### src/rtl/afu_pkg.sv
package afu_pkg;

  typedef enum logic [1:0] {
    OP_ADD  = 2'b00,
    OP_ADDC = 2'b01,
    OP_SUB  = 2'b10,
    OP_NONE = 2'b11
  } afuOp_e;

  // strobes from control to datapath
  typedef struct packed {
    logic issue;
    logic subMode;
    logic carryIn;
    logic useImm;
    logic writeFlags;
  } afuStrobe_t;

endpackage

### src/rtl/afu_ctrl.sv
module afu_ctrl
  import afu_pkg::*;
(
  input  logic       clk,
  input  logic       rstN,
  input  logic       issueValid,
  input  logic [1:0] opSel,
  input  logic       useImm,
  input  logic       ovEnable,
  input  logic       carryFlag,
  input  logic       ovFlag,
  output afuStrobe_t strobe,
  output logic       outValid,
  output logic       rangeReq,
  output logic       writeValid
);

  logic reqNow;

  always_comb begin
    strobe        = '0;
    strobe.issue  = issueValid;
    strobe.useImm = useImm;
    unique case (afuOp_e'(opSel))
      OP_ADD:  strobe.writeFlags = 1'b1;
      OP_ADDC: begin
        strobe.writeFlags = 1'b1;
        strobe.carryIn    = 1'b1;
      end
      OP_SUB: begin
        strobe.writeFlags = 1'b1;
        strobe.subMode    = 1'b1;
      end
      default: strobe.writeFlags = 1'b0;
    endcase
  end

  assign reqNow = issueValid & strobe.writeFlags & (carryFlag | ovFlag) & ovEnable;

  always_ff @(posedge clk or negedge rstN) begin
    if (!rstN) begin
      outValid   <= 1'b0;
      rangeReq   <= 1'b0;
      writeValid <= 1'b0;
    end else begin
      outValid   <= issueValid;
      rangeReq   <= reqNow;
      writeValid <= issueValid & strobe.writeFlags & ~reqNow;
    end
  end

  // writeback qualifier never coexists with an exception request
  a_r8_wb_blocked: assert property (@(posedge clk) disable iff (!rstN)
    writeValid |-> (outValid && !rangeReq));

  // an idle cycle yields no valid, write or request
  a_r11_idle: assert property (@(posedge clk) disable iff (!rstN)
    !issueValid |=> (!outValid && !writeValid && !rangeReq));

  // no-operation raises nothing
  a_r10_nop_quiet: assert property (@(posedge clk) disable iff (!rstN)
    (issueValid && opSel == 2'b11) |=> (outValid && !rangeReq && !writeValid));

  // a request only accompanies a valid output
  a_r7_req_valid: assert property (@(posedge clk) disable iff (!rstN)
    rangeReq |-> outValid);

endmodule

### src/rtl/afu_datapath.sv
module afu_datapath
  import afu_pkg::*;
#(
  parameter int DATA_W = 32,
  parameter int IMM_W  = 16,
  parameter int SR_W   = 32,
  parameter int CY_POS = 10,
  parameter int OV_POS = 11
) (
  input  logic              clk,
  input  logic              rstN,
  input  afuStrobe_t        strobe,
  input  logic [DATA_W-1:0] opA,
  input  logic [DATA_W-1:0] opB,
  input  logic [IMM_W-1:0]  imm,
  input  logic [SR_W-1:0]   statusIn,
  output logic              carryFlag,
  output logic              ovFlag,
  output logic [DATA_W-1:0] result,
  output logic [SR_W-1:0]   statusOut
);

  localparam int MSB = DATA_W - 1;
  localparam logic [SR_W-1:0] FLAG_MASK =
    (SR_W'(1) << CY_POS) | (SR_W'(1) << OV_POS);

  logic [DATA_W-1:0] immExt;
  logic [DATA_W-1:0] bSel;
  logic [DATA_W-1:0] bAdd;
  logic              cin;
  logic              cout;
  logic [DATA_W-1:0] sumRaw;
  logic [SR_W-1:0]   nextStatus;

  generate
    if (IMM_W < DATA_W) begin : g_sext
      assign immExt = {{(DATA_W-IMM_W){imm[IMM_W-1]}}, imm};
    end else begin : g_trunc
      assign immExt = imm[DATA_W-1:0];
    end
  endgenerate

  assign bSel = strobe.useImm ? immExt : opB;
  assign bAdd = strobe.subMode ? ~bSel : bSel;
  assign cin  = strobe.subMode | (strobe.carryIn & statusIn[CY_POS]);

  // single shared adder; subtract is A + ~B + 1
  assign {cout, sumRaw} = {1'b0, opA} + {1'b0, bAdd} + {{DATA_W{1'b0}}, cin};

  assign carryFlag = strobe.subMode ? ~cout : cout;
  assign ovFlag    = ~(opA[MSB] ^ bAdd[MSB]) & (opA[MSB] ^ sumRaw[MSB]);

  always_comb begin
    nextStatus = statusIn;
    if (strobe.writeFlags) begin
      nextStatus[CY_POS] = carryFlag;
      nextStatus[OV_POS] = ovFlag;
    end
  end

  always_ff @(posedge clk or negedge rstN) begin
    if (!rstN) begin
      result    <= '0;
      statusOut <= '0;
    end else if (strobe.issue) begin
      result    <= strobe.writeFlags ? sumRaw : '0;
      statusOut <= nextStatus;
    end
  end

  // bits other than carry and overflow copy through
  a_r6_passthru: assert property (@(posedge clk) disable iff (!rstN)
    strobe.issue |=> ((statusOut & ~FLAG_MASK) == ($past(statusIn) & ~FLAG_MASK)));

  // register-register subtract borrow equals unsigned less-than
  a_r5_borrow: assert property (@(posedge clk) disable iff (!rstN)
    (strobe.issue && strobe.subMode && !strobe.useImm)
      |=> (statusOut[CY_POS] == ($past(opA) < $past(opB))));

  // no-operation leaves the status word and zeroes the result
  a_r10_nop_status: assert property (@(posedge clk) disable iff (!rstN)
    (strobe.issue && !strobe.writeFlags)
      |=> (statusOut == $past(statusIn) && result == '0));

endmodule

### src/rtl/arith_flag_unit.sv
module arith_flag_unit
  import afu_pkg::*;
#(
  parameter int DATA_W  = 32,
  parameter int IMM_W   = 16,
  parameter int SR_W    = 32,
  parameter int CY_POS  = 10,
  parameter int OV_POS  = 11,
  parameter int OVE_POS = 12
) (
  input  logic              clk,
  input  logic              rstN,
  input  logic              issueValid,
  input  logic [1:0]        opSel,
  input  logic              useImm,
  input  logic [DATA_W-1:0] opA,
  input  logic [DATA_W-1:0] opB,
  input  logic [IMM_W-1:0]  imm,
  input  logic [SR_W-1:0]   statusIn,
  output logic [DATA_W-1:0] result,
  output logic [SR_W-1:0]   statusOut,
  output logic              rangeReq,
  output logic              writeValid,
  output logic              outValid
);

  afuStrobe_t strobe;
  logic       carryFlag;
  logic       ovFlag;

  afu_ctrl u_ctrl (
    .clk        (clk),
    .rstN       (rstN),
    .issueValid (issueValid),
    .opSel      (opSel),
    .useImm     (useImm),
    .ovEnable   (statusIn[OVE_POS]),
    .carryFlag  (carryFlag),
    .ovFlag     (ovFlag),
    .strobe     (strobe),
    .outValid   (outValid),
    .rangeReq   (rangeReq),
    .writeValid (writeValid)
  );

  afu_datapath #(
    .DATA_W (DATA_W),
    .IMM_W  (IMM_W),
    .SR_W   (SR_W),
    .CY_POS (CY_POS),
    .OV_POS (OV_POS)
  ) u_datapath (
    .clk       (clk),
    .rstN      (rstN),
    .strobe    (strobe),
    .opA       (opA),
    .opB       (opB),
    .imm       (imm),
    .statusIn  (statusIn),
    .carryFlag (carryFlag),
    .ovFlag    (ovFlag),
    .result    (result),
    .statusOut (statusOut)
  );

  // a request implies a set flag and an enabled trap in the written status
  a_r7_req_flags: assert property (@(posedge clk) disable iff (!rstN)
    rangeReq |-> ((statusOut[CY_POS] || statusOut[OV_POS]) && statusOut[OVE_POS]));

endmodule

### config.mk
export PLATFORM = sky130hd
export DESIGN_NAME = arith_flag_unit
export DESIGN_NICKNAME = d
export VERILOG_FILES = /design/src/rtl/afu_pkg.sv /design/src/rtl/afu_ctrl.sv /design/src/rtl/afu_datapath.sv /design/src/rtl/arith_flag_unit.sv
export SDC_FILE = /design/constraint.sdc
export NUM_CORES = 1
export LEC_CHECK = 0
export BUFFER_PORTS_ARGS = -buffer_cell sky130_fd_sc_hd__buf_2
export CORE_MARGIN = 10
export CORE_UTILIZATION = 45
export DETAILED_ROUTE_END_ITERATION = 8
export PLACE_DENSITY = 0.83
export SYNTH_ARGS = -nofsm -noshare
export SYNTH_HDL_FRONTEND = slang
export SYNTH_SLANG_ARGS = --single-unit
### constraint.sdc
create_clock -name clk -period 0.85 [get_ports clk]
set_input_delay 0.1275 -clock clk [delete_from_list [all_inputs] [get_ports clk]]
set_output_delay 0.1275 -clock clk [all_outputs]
set_load 0.03 [all_outputs]
* Yosys cells after proc, flatten, opt, wreduce, memory -nomap -nowiden
Cells that the tools add are included.
** Word-level totals
- Register bits :: 67
- Latch bits :: 0
- RAM bits :: 0
- ROM bits :: 0
- Output and inout port bits :: 67
- Logic and storage cells :: 33
- Memories :: 0
** Operators by class
- Add/subtract/negate cells :: 2
- $mul :: 0
- Divide/modulo/power cells :: 0
- $lt $le $gt $ge :: 0
- Equal/unequal tests :: 2
- Shift operators :: 0
- Multiplexer cells :: 8
- Bitwise logic cells :: 14
- Reduce and logical (&&, ||, !) cells :: 2
** Operators with widths (count)
- $mux W32 :: 3
- $add A32 B32 Y33 :: 1
- $add A33 B1 Y33 :: 1
- $not A32 Y32 :: 1
- $and A1 B1 Y1 :: 6
- $mux W1 :: 4
- $not A1 Y1 :: 3
- $reduce_or A3 Y1 :: 1
- $eq A2 B1 Y1 const B :: 1
- $eq A2 B2 Y1 const B :: 1
- $logic_not A2 Y1 :: 1
- $mux W2 :: 1
- $or A1 B1 Y1 :: 2
- $xor A1 B1 Y1 :: 2

* Logic depth before layout (Yosys ltp)
Gate-level depths: netlist (run 1).
- Word-level depth :: 12
- Depth in mapped cells :: 16
- Mapped depth without buffers :: 14

* Cells and area by module
A second synthesis (run 1) with hierarchy kept.
** Unflattened totals
- Cell total of the unflattened synthesis :: 526
- Area, all modules :: 4984.8 µm²
** By module, submodules not included
- afu_datapath :: times used 1, cells each 514, area an instance 4847.1 µm², sequential area each 1601.5 µm²
- afu_ctrl :: times used 1, cells each 12, area an instance 137.6 µm², sequential area each 75.1 µm²

* Worst setup path before layout (run 1)
OpenSTA, ideal clock, no wires.
- Path type :: input -> register
- From :: input opSel[1]
- To :: register u_ctrl.rangeReq
- Setup time :: 0.064 ns
- Arrival time :: 3.728 ns
- Data required time :: 0.786 ns
- Slack :: -2.942 ns
- Stages on the path :: 15
- Path buffers :: 1
- Cells stage by stage :: inv_1 -> nor2_1 -> clkbuf_1 -> xnor2_1 -> fa_1 -> fa_1 -> a211oi_1 -> o21ai_2 -> a31oi_2 -> a2111o_1 -> o21ai_1 -> a211o_1 -> a31oi_2 -> mux2i_1 -> o21ba_2
** Between the ends
- Longest elaborated chain between the ends :: 10
** Ends and longest elaborated chain
- start: declaration :: RTL line arith_flag_unit.sv:14 : input logic [1:0] opSel,
- $eq A2 B2 Y1 or $eq A2 B1 Y1 (tied branches) :: RTL line afu_ctrl.sv:24 : unique case (afuOp_e'(opSel))
- $mux W1 :: RTL line afu_ctrl.sv:24
- $mux W32 or $and A1 B1 Y1 (tied branches) :: RTL line afu_datapath.sv:44, afu_datapath.sv:45
- $add A32 B32 Y33 or $or A1 B1 Y1 (tied branches) :: RTL line afu_datapath.sv:48, afu_datapath.sv:45
- $add A33 B1 Y33 :: RTL line afu_datapath.sv:48 : assign {cout, sumRaw} = {1'b0, opA} + {1'b0, bAdd} + {{DATA_W{1'b0}}, cin};
- $xor A1 B1 Y1 or $not A1 Y1 (tied branches) :: RTL line afu_datapath.sv:51, afu_datapath.sv:50
- $and A1 B1 Y1 or $mux W1 (tied branches) :: RTL line afu_datapath.sv:51, afu_datapath.sv:50
- $or A1 B1 Y1 :: RTL line afu_ctrl.sv:38 : assign reqNow = issueValid & strobe.writeFlags & (carryFlag | ovFlag) & ovEnable;
- $and A1 B1 Y1 * (2 in a row) :: RTL line afu_ctrl.sv:38
- named net u_ctrl.reqNow :: RTL line afu_ctrl.sv:18 : logic reqNow;
- end signal: assignment :: RTL line afu_ctrl.sv:47 : rangeReq <= reqNow;
- end: declaration :: RTL line afu_ctrl.sv:14 : output logic rangeReq,
The timed path passes the listed nets; every way through them passes the cells marked *.
A chain may end at the register's enable or synchronous reset.

* Worst setup path in the final report (run 1)
- From :: input opSel[1]
- To :: register u_datapath.statusOut[11]
** Between the ends
- Longest elaborated chain between the ends :: 8
** Ends and longest elaborated chain
- $eq A2 B2 Y1 or $eq A2 B1 Y1 (tied branches) :: RTL line afu_ctrl.sv:24
- $mux W1 :: RTL line afu_ctrl.sv:24
- $mux W32 or $and A1 B1 Y1 (tied branches) :: RTL line afu_datapath.sv:44, afu_datapath.sv:45
- $add A32 B32 Y33 or $or A1 B1 Y1 (tied branches) :: RTL line afu_datapath.sv:48, afu_datapath.sv:45
- $add A33 B1 Y33 :: RTL line afu_datapath.sv:48
- $xor A1 B1 Y1 :: RTL line afu_datapath.sv:51 : assign ovFlag = ~(opA[MSB] ^ bAdd[MSB]) & (opA[MSB] ^ sumRaw[MSB]);
- $and A1 B1 Y1 :: RTL line afu_datapath.sv:51
- $mux W2 * :: RTL line afu_datapath.sv:55 : if (strobe.writeFlags) begin
- end signal: assignment :: RTL line afu_datapath.sv:67 : statusOut <= nextStatus;
- end: declaration :: RTL line afu_datapath.sv:20 : output logic [SR_W-1:0] statusOut
Mark *: on every way between the ends. The rest lies on a longest branch, timed or not.

==> results of run 1 <==
[Yosys cell counts (2+ instances only)]
library cell  instances
clkbuf_1             21
a2111o_1              2
o21ai_0              20
a31oi_1               3
fa_1                  2
and2_1                3
nand3b_1              2
mux2_2               30
inv_1                11
o21a_1                6
xnor2_1              46
o21ai_2               3
buf_1                 3
nand3_1               3
nor3_1                6
o211ai_1              4
xor2_1               14
o21ai_1               2
o21bai_1              5
nand2b_1              3
nand4_1               4
nand2_1              27
a21oi_1              47
dfrtp_1              67
nor2_1               12
a21o_1               13
a211oi_1              4
ha_1                 31
and3_1                4
a211o_1               2
mux2i_1              16
a31oi_2               2
o2bb2ai_1            30
clkinv_1              2
[layer usage]
metal  vias to the layer above  global-route usage [%]  routed length (µm)
li1                       2481                       -                   -
met1                      2783                    25.4                8170
met3                       152                    6.01                1830
met4                         0                    8.32                1690
met2                       435                    44.1               11900
met5                         -                       0                   0
[kinds of logic after synthesis]
logic type	count (synthesis)
adders and majority gates	33
and+or+nand+nor	70
buffers and inverters	37
xor gates and xnor gates	60
AOI/OAI and AO/OA	157
muxes	46
DFF	67
[layout make-up]
class,instances,area share [%]
Antenna cell,3,0.0851
Clock buffer,11,1.60
Clock inverter,5,0.978
Inverter,13,0.624
Multi-Input combinational cell,366,40.0
Sequential cell,67,19.4
Tap cell,136,1.93
Timing Repair Buffer,389,35.4
[flip-flops by register name (all words and copies together), names as in the netlist]
signal                flops
u_ctrl.outValid           1
u_ctrl.rangeReq           1
u_ctrl.writeValid         1
u_datapath.statusOut     32
u_datapath.result        32
[through the flow]
stage | worst slack (ns) | total power, mW | hold WS [ns] | TNS [ns] | cell area, µm²
CTS | -1.83 | 16.0 | 0.00126 | -64.22 | 8030
global route | -2.28 | 18.5 | -0.00809 | -75.35 | 8820
global placement | -2.34 | 10.9 | 0.169 | -69.34 | 6740
detailed placement | -2.42 | 11.0 | 0.179 | -71.86 | 6740
floorplan | -2.23 | 8.26 | -0.168 | -56.86 | 4900
finish | -2.20 | 17.9 | 0.00384 | -71.69 | 8820
[worst reg2reg max path: stages, from the launching register on]
cell and delay, ns:
dfrtp_2 0.44, buf_4 0.14, mux2_2 0.26
[report_power, final]
| group | total (mW) | switching, mW | internal [mW] |
|---|---|---|---|
| Clock | 3.18 | 1.43 | 1.75 |
| Combinational | 10.4 | 5.18 | 5.21 |
| Sequential | 4.32 | 0.527 | 3.79 |
[worst max path at each step]
stage,startpoint,slack (ns),cells past startpoint,end
detailed placement,useImm,-2.42,15,u_ctrl.writeValid
finish,opSel[1],-2.20,18,u_datapath.statusOut[11]
floorplan,useImm,-2.23,14,u_ctrl.rangeReq
global placement,useImm,-2.34,14,u_ctrl.rangeReq
CTS,useImm,-1.83,14,u_ctrl.writeValid
global route,opSel[1],-2.28,18,u_datapath.statusOut[11]
[timing repair]
action,4_1_cts,5_1_grt
resized for setup,180,105
endpoints found under the hold margin,81,2
gates cloned,0,0
setup endpoints to repair,103,107
hold buffers,15,2
pin swaps,27,62
setup buffers,40,35
==> results.yml, run 1 <==
status:
  status: "finished with violations"
  violations: "negative setup slack"
final_layout:
  fin_cells: 990
  area_delta_synth_final_pct: 87.3
  finalNetCount: 997
  regArea_mm2: 0.00171
  multi_input_area_mm2: 0.00353
  fillers: 474
  layout_common_cells: "buf_4, buf_2, buf_6"
  final_common_cell: "buf_4"
  drive_gt1_share_pct: 64.3
  fin_util_pct: 85.9
global_routing:
  antenna_found_initial: 1
  grt_overflow: 0
  grt_max_degree: 68
  grt_pass1_vias: 5690
  grt_pass1_wl_um: 28600
  grt_use_total_pct: 23.7
synthesis:
  ys_seq_area_share_pct: 35.6
  netlist_instances: 470
  syn_avg_cell_area_um2: 10.0
  synth.area.top_cells: "dfrtp_1, xnor2_1, ha_1"
  yosys_warnings: 0
  synthMuxAreaShare_pct: 10.6
  yosys.area_share.simple_pct: 7.25
  synth_top_area_share_pct: 35.6
  synth_cell_type_count: 54
  synth_xor_area_share_pct: 11.2
  async_flop_share_pct: 100
  synth_area_mm2: 0.00471
  synth_seq_cells: 67
  synth_fp_nets: 621
  yosysTopAreaCell: "dfrtp_1"
  synthFlopType: "dfrtp_1"
  synth_edf_count: 0
  synth_top_family_by_area: "compound AO/OA/AOI/OAI gates"
  synthAdderAreaFrac_pct: 9.08
  synth_compound_area_share_pct: 23.4
drt:
  drt-total-wl_um: 23600
  drtIter0Drc: 560
  drt-pass1-iter-count: 7
  wl_per_cell_um: 23.9
  vias_per_cell: 5.91
  drc: 0
  num_vias: 5851
  ant_nets: 0
sta:
  hold_viol: 0
  setup_ws_ns: -2.20
  fin_crit_sh_pct: 359
  rsz0062_at_grt: "true"
  setup_viol: 112
  post-route-min-period_ns: 3.05
  fmaxAchievable_mhz: 328
  slew_viol_final: 0
  worst_pin_slew_ns: 0.420
  max-slew-margin-rel_pct: 71.9
  fin_skew_ns: 0
worst_hold_path:
  min_from: "statusIn[24]"
  hold_depth: 2
  hold_path.class: "in2reg"
  holdPathEnd: "u_datapath.statusOut[24]"
placement:
  globalplace.congestion: 0.919
  placement.io_buffers: 184
  place_inst: 884
  place_hpwl_um: 12900
critical_path:
  cp_top_family: "compound AO/OA/AOI/OAI gates"
  slowest_stage: "ha_1"
  r2r_start: "u_datapath.statusOut[23]"
  path_class: "in2reg"
  crit_path_end_kind: "flop"
  cp-start-kind: "primary input"
  reg2reg_depth: 2
  r2r_slack_ns: -0.10
  timing.critical_path.mode_cell: "buf_6"
  cp.arrival_ns: 3.33
  worstPathBufferInverterCount: 6
  worstPathMaxFanout: 8
  crit_chain: "buf_8 -> inv_4 -> nor2_4 -> buf_6 -> buf_12 -> buf_6 -> xnor2_2 -> ha_1 -> o21ai_2 -> nor4b_2 -> o21a_1 -> a211oi_4 -> buf_6 -> o31a_1 -> o21ai_2 -> xor2_1 -> nand3b_1 -> a21oi_1"
  cp.required_ns: 1.13
  reg2reg_to: "u_datapath.statusOut[23]"
  critPathMaxStageDelay_ns: 0.38
floorplan:
  io_pins: 185
  die-width_um: 122
  coreArea_mm2: 0.0103
  rows: 37
  dieHeight_um: 122
  die_area_mm2: 0.0150
  initial_core_util_pct: 45.8
clock_tree:
  cts.sinks: 67
  htreeDepth: 3
  clockBufferDepth: 2
  clkTransAtPathRegs_ns: 0.09
  clk_latency_ns: 0.36
  cts_buffers: 9
  cts_root_buf: "clkbuf_8"
  cts_tree: "yes"
power_and_ir_drop:
  max-vdd-ir-drop_mv: 1.42
  p_leak_nw: 4.16
  powerDensity_mw_per_mm2: 2030
run:
  maxCapViolCount: 0
No activity file was read; power rests on OpenSTA's default activity.
==> run 2, diff against run 1 <==
--- a/config.mk
+++ b/config.mk
@@ -6,6 +6,7 @@
 export NUM_CORES = 1
 export LEC_CHECK = 0
 export BUFFER_PORTS_ARGS = -buffer_cell sky130_fd_sc_hd__buf_2
+export CORE_ASPECT_RATIO = 1.2
 export CORE_MARGIN = 10
 export CORE_UTILIZATION = 45
 export DETAILED_ROUTE_END_ITERATION = 8
==> results.yml, run 2 (synthesis gave the netlist of run 1 again) <==
global_routing:
  grt_pass1_vias: 6120
  grt_max_degree: 68
  antenna_found_initial: 1
  grt_overflow: 0
  grt_pass1_wl_um: 31600
  grt_use_total_pct: 26.1
floorplan:
  rows: 40
  die_area_mm2: 0.0150
  dieHeight_um: 132
  io_pins: 185
  die-width_um: 113
  initial_core_util_pct: 46.6
  coreArea_mm2: 0.0101
sta:
  slew_viol_final: 0
  max-slew-margin-rel_pct: 71.7
  whs_ns: 0.0340
  finalSetupTns_ns: -72.35
  post-route-min-period_ns: 3.11
  fin_crit_sh_pct: 365
  fin_skew_ns: 0
  hold_viol: 0
  rsz0062_at_grt: "true"
  worst_pin_slew_ns: 0.422
  fmaxAchievable_mhz: 322
  setup_ws_ns: -2.26
  setup_viol: 109
worst_hold_path:
  hold_path.class: "in2reg"
drt:
  drt-total-wl_um: 22400
  num_vias: 5531
  drc: 0
  ant_nets: 0
  wl_per_cell_um: 23.6
  vias_per_cell: 5.82
  drtIter0Drc: 407
  drt-pass1-iter-count: 5
critical_path:
  cp-start-kind: "primary input"
  cp.arrival_ns: 3.32
  worstPathMaxFanout: 7
  path_class: "in2reg"
  crit_path_end_kind: "flop"
  cp.required_ns: 1.07
power_and_ir_drop:
  power_frac_clock_pct: 21.3
  total_power_mw: 18.2
  swShare_pct: 38.5
  pwr-share-seq_pct: 23.7
  p_leak_nw: 4.04
  p_int_mw: 11.2
  powerDensity_mw_per_mm2: 2140
  p_comb_share_pct: 55.0
  max-vdd-ir-drop_mv: 1.55
  power.switching_mw: 7.01
placement:
  place_hpwl_um: 12900
  pre_cts_slack_ns: -2.48
  placement.io_buffers: 184
  place_area_mm2: 0.00665
  globalplace.congestion: 0.953
final_layout:
  drive_gt1_share_pct: 63.4
  final_common_cell: "buf_4"
  fillers: 484
  fin_area_mm2: 0.00851
  top_regs: "u_datapath.result: 32 flops, u_datapath.statusOut: 32 flops"
  layout_common_cells: "buf_4, buf_2, buf_6"
  area_delta_synth_final_pct: 80.5
  finalNetCount: 969
clock_tree:
  htreeDepth: 3
  clockBufferDepth: 2
  cts_tree: "yes"
  cts.sinks: 67
  cts_root_buf: "clkbuf_16"
  clkTransAtPathRegs_ns: 0.06
  clk_latency_ns: 0.33
  cts_buffers: 9
run:
  maxCapViolCount: 0
status:
  status: "finished with violations"
  violations: "negative setup slack"
-- run 2: changes by cell type in the layout (fill, tap and decap cells not counted), moves of 5 or more --
| cell | delta |
|---|---|
| dlygate4sd3_1 | -16 |
| clkbuf_16 | +9 |
| clkbuf_8 | -8 |
| buf_6 | -7 |
| buf_4 | -6 |
| xnor2_1 | +5 |
-- run 2: per-stage QoR --
step,utilization (%),cells
3_5_place_dp,65.8,866
2_1_floorplan,-,470
3_3_place_gp,65.8,866
6_report,84.1,950
4_1_cts,80.5,926
5_1_grt,84.1,950
-- run 2: per-layer routing --
metal / track usage (%) / up-vias / part of all wire, %
li1: - / 2426 / -
met1: 24.1 / 2670 / 33
met2: 49.2 / 322 / 54
met3: 6.92 / 113 / 6.7
met4: 15.1 / 0 / 6.6
met5: 0 / - / 0
-- run 2: worst paths after layout --
check | from | to | slack, ns | cells after the start
max in group asynchronous | rstN | u_datapath.result[19] | 0.17 | 3
setup / recovery | opSel[0] | u_ctrl.writeValid | -2.26 | 15
hold reg to reg | u_datapath.result[27] | u_datapath.result[27] | 0.52 | 1
setup reg to reg | u_datapath.statusOut[4] | u_datapath.statusOut[4] | -0.12 | 2
hold / removal | statusIn[26] | u_datapath.statusOut[26] | 0.03 | 2
min in group asynchronous | rstN | u_datapath.statusOut[26] | 0.38 | 3
-- run 2: final cells by class --
cell class              instances  area [µm²]  share of cell area, %
diodes                          1        2.50                 0.0294
clock buffers                  12         256                   3.02
inverters                      13        53.8                  0.632
well taps                     126         158                   1.85
clock inverters                 4        48.8                  0.574
flip-flops and latches         67        1720                   20.2
multi-input cells             366        3390                   39.9
repair buffers                361        2880                   33.8
-- run 2: repair_timing --
item | CTS | global route
gates resized for setup | 217 | 42
pin swaps | 58 | 31
buffers inserted | 44 | 24
gates cloned | 1 | 0
endpoints found under the setup margin | 103 | 106
endpoints found under the hold margin | 67 | 0
hold buffers | 1 | 0
-- run 2: power by group through the flow --
stage	sequential (mW)	combinational (mW)	clock [mW]
2_1_floorplan	5.32	2.94	0
3_3_place_gp	4.15	6.63	0
3_5_place_dp	4.19	6.79	0
4_1_cts	4.25	8.83	3.82
5_1_grt	4.36	10.5	4.01
6_report	4.31	10.0	3.89
-- run 2: critical path, stage by stage --
cell and delay (ns):
buf_4 0.15, nor2_4 0.16, buf_12 0.16, buf_16 0.15, xnor2_1 0.11, ha_1 0.42, o211ai_1 0.16, o21ai_2 0.28
a31oi_4 0.15, a2111o_1 0.48, o21ai_2 0.18, a211o_1 0.21, a31oi_4 0.13, mux2i_2 0.19, nor3_1 0.26
==> run 3, diff against run 2 <==
--- a/config.mk
+++ b/config.mk
@@ -6,7 +6,7 @@
 export NUM_CORES = 1
 export LEC_CHECK = 0
 export BUFFER_PORTS_ARGS = -buffer_cell sky130_fd_sc_hd__buf_2
-export CORE_ASPECT_RATIO = 1.2
+export CORE_ASPECT_RATIO = 1.4
 export CORE_MARGIN = 10
 export CORE_UTILIZATION = 45
 export DETAILED_ROUTE_END_ITERATION = 8
==> results.yml, run 3 (synthesis gave the netlist of run 1 again) <==
status:
  status: "finished with violations"
  violations: "negative setup slack"
sta:
  max-slew-margin-rel_pct: 60.2
  fin_skew_ns: 0
  setup_ws_ns: -2.14
  fmaxAchievable_mhz: 334
  rsz0062_at_grt: "true"
  fin_crit_sh_pct: 352
  post-route-min-period_ns: 2.99
  slew_viol_final: 0
  setup_viol: 113
  hold_viol: 0
  worst_pin_slew_ns: 0.591
global_routing:
  grt_pass1_wl_um: 29000
  grt_max_degree: 68
  grt_overflow: 0
  grt_use_total_pct: 24.1
  grt_pass1_vias: 5793
  antenna_found_initial: 1
floorplan:
  initial_core_util_pct: 45.8
  coreArea_mm2: 0.0103
  io_pins: 185
  die-width_um: 106
  dieHeight_um: 141
  rows: 44
  die_area_mm2: 0.0150
clock_tree:
  clockBufferDepth: 2
  cts_root_buf: "clkbuf_16"
  htreeDepth: 3
  cts.sinks: 67
  clk_latency_ns: 0.34
  cts_tree: "yes"
  cts_buffers: 9
  clkTransAtPathRegs_ns: 0.06
critical_path:
  reg2reg_to: "u_datapath.result[29]"
  cp-start-kind: "primary input"
  r2r_start: "u_datapath.result[29]"
  timing.critical_path.mode_cell: "buf_8"
  critPathMaxStageDelay_ns: 0.39
  cp_top_family: "compound AO/OA/AOI/OAI gates"
  worstPathBufferInverterCount: 3
  path_class: "in2reg"
  reg2reg_depth: 1
  worstPathMaxFanout: 6
  slowest_stage: "a221oi_2"
  cp.arrival_ns: 3.20
  crit_path_end_kind: "flop"
  cp.required_ns: 1.06
  startpoint: "opSel[1]"
  r2r_slack_ns: -0.11
  crit_chain: "buf_8 -> inv_6 -> nor2_4 -> buf_8 -> xnor2_1 -> ha_1 -> a21oi_1 -> o21ai_1 -> a211oi_4 -> o21ai_2 -> a221oi_2 -> o21bai_1 -> nor4bb_1 -> a2111o_1"
final_layout:
  finalNetCount: 977
  final_common_cell: "buf_4"
  regArea_mm2: 0.00171
  fillers: 470
  fin_cells: 973
  top_regs: "u_datapath.result: 32 flops, u_datapath.statusOut: 32 flops"
  fin_util_pct: 84.5
  layout_common_cells: "buf_4, buf_2, buf_6"
  fin_area_mm2: 0.00869
  multi_input_area_mm2: 0.00351
  drive_gt1_share_pct: 65.9
  area_delta_synth_final_pct: 84.5
placement:
  placement.io_buffers: 184
  place_inst: 884
  place_hpwl_um: 12900
  globalplace.congestion: 0.900
  place_area_mm2: 0.00670
  pre_cts_slack_ns: -2.41
drt:
  drt-total-wl_um: 24200
  num_vias: 5834
  drc: 0
  ant_nets: 0
  vias_per_cell: 6.00
  drtIter0Drc: 523
  drt-pass1-iter-count: 5
  wl_per_cell_um: 24.9
power_and_ir_drop:
  total_power_mw: 18.9
  p_leak_nw: 4.11
  powerDensity_mw_per_mm2: 2180
  max-vdd-ir-drop_mv: 1.27
worst_hold_path:
  holdPathEnd: "u_datapath.statusOut[31]"
  hold_depth: 2
  hold_path.class: "in2reg"
  min_from: "statusIn[31]"
run:
  maxCapViolCount: 0
-- run 3: cell count changes in the layout (fill, tap and decap cells not counted), moves of 4 or more --
cell	change
a21oi_1	-7
o2bb2ai_2	+5
a21oi_2	+6
o2bb2ai_1	-4
buf_6	+5
buf_4	+6
-- run 3: layout make-up --
type / instances / area share [%]
clock inverters: 7 / 1.15
clock buffers: 9 / 2.59
repair buffers: 369 / 33.4
well taps: 138 / 1.99
flip-flops and latches: 67 / 19.7
multi-input cells: 366 / 40.4
diodes: 4 / 0.115
inverters: 13 / 0.619
-- run 3: timing repair --
| item | in CTS | in global routing |
|---|---|---|
| gates cloned | 0 | 1 |
| buffers inserted | 35 | 36 |
| endpoints found under the setup margin | 103 | 107 |
| gates resized for setup | 192 | 91 |
| endpoints found under the hold margin | 67 | 0 |
| hold buffers | 1 | 0 |
| pin swaps | 38 | 62 |
-- run 3: worst max path at each step --
| stage | to | slack (ns) | depth (start not counted) |
|---|---|---|---|
| after detailed placement | u_datapath.result[29] | -2.41 | 14 |
| after floorplan | u_ctrl.rangeReq | -2.23 | 14 |
| final | u_datapath.result[29] | -2.14 | 14 |
| after CTS | u_ctrl.writeValid | -1.87 | 14 |
| after global placement | u_ctrl.writeValid | -2.29 | 14 |
| after global routing | u_datapath.result[29] | -2.26 | 14 |
-- run 3: power breakdown --
group / switching, mW / leakage, nW / internal (mW)
registers: 0.510 / 0.785 / 3.80
clock network: 1.61 / 0.160 / 2.60
logic: 5.35 / 3.17 / 5.07
total: 7.47 / 4.11 / 11.5
-- run 3: through the flow --
step	hold slack, ns	TNS [ns]
2_1_floorplan	-0.168	-56.86
3_3_place_gp	0.165	-69.48
3_5_place_dp	0.174	-72.43
6_report	0.0253	-70.29
5_1_grt	0.0254	-74.28
4_1_cts	0.0209	-61.21
-- run 3: per-layer routing --
layer	up-vias	wire length [µm]	part of all wire (%)	global-route usage (%)
li1	2445	-	-	-
met1	2833	8190	34	23.3
met2	409	12500	52	46.3
met3	147	1720	7.1	5.06
met4	0	1800	7.4	11.9
met5	-	0	0	0
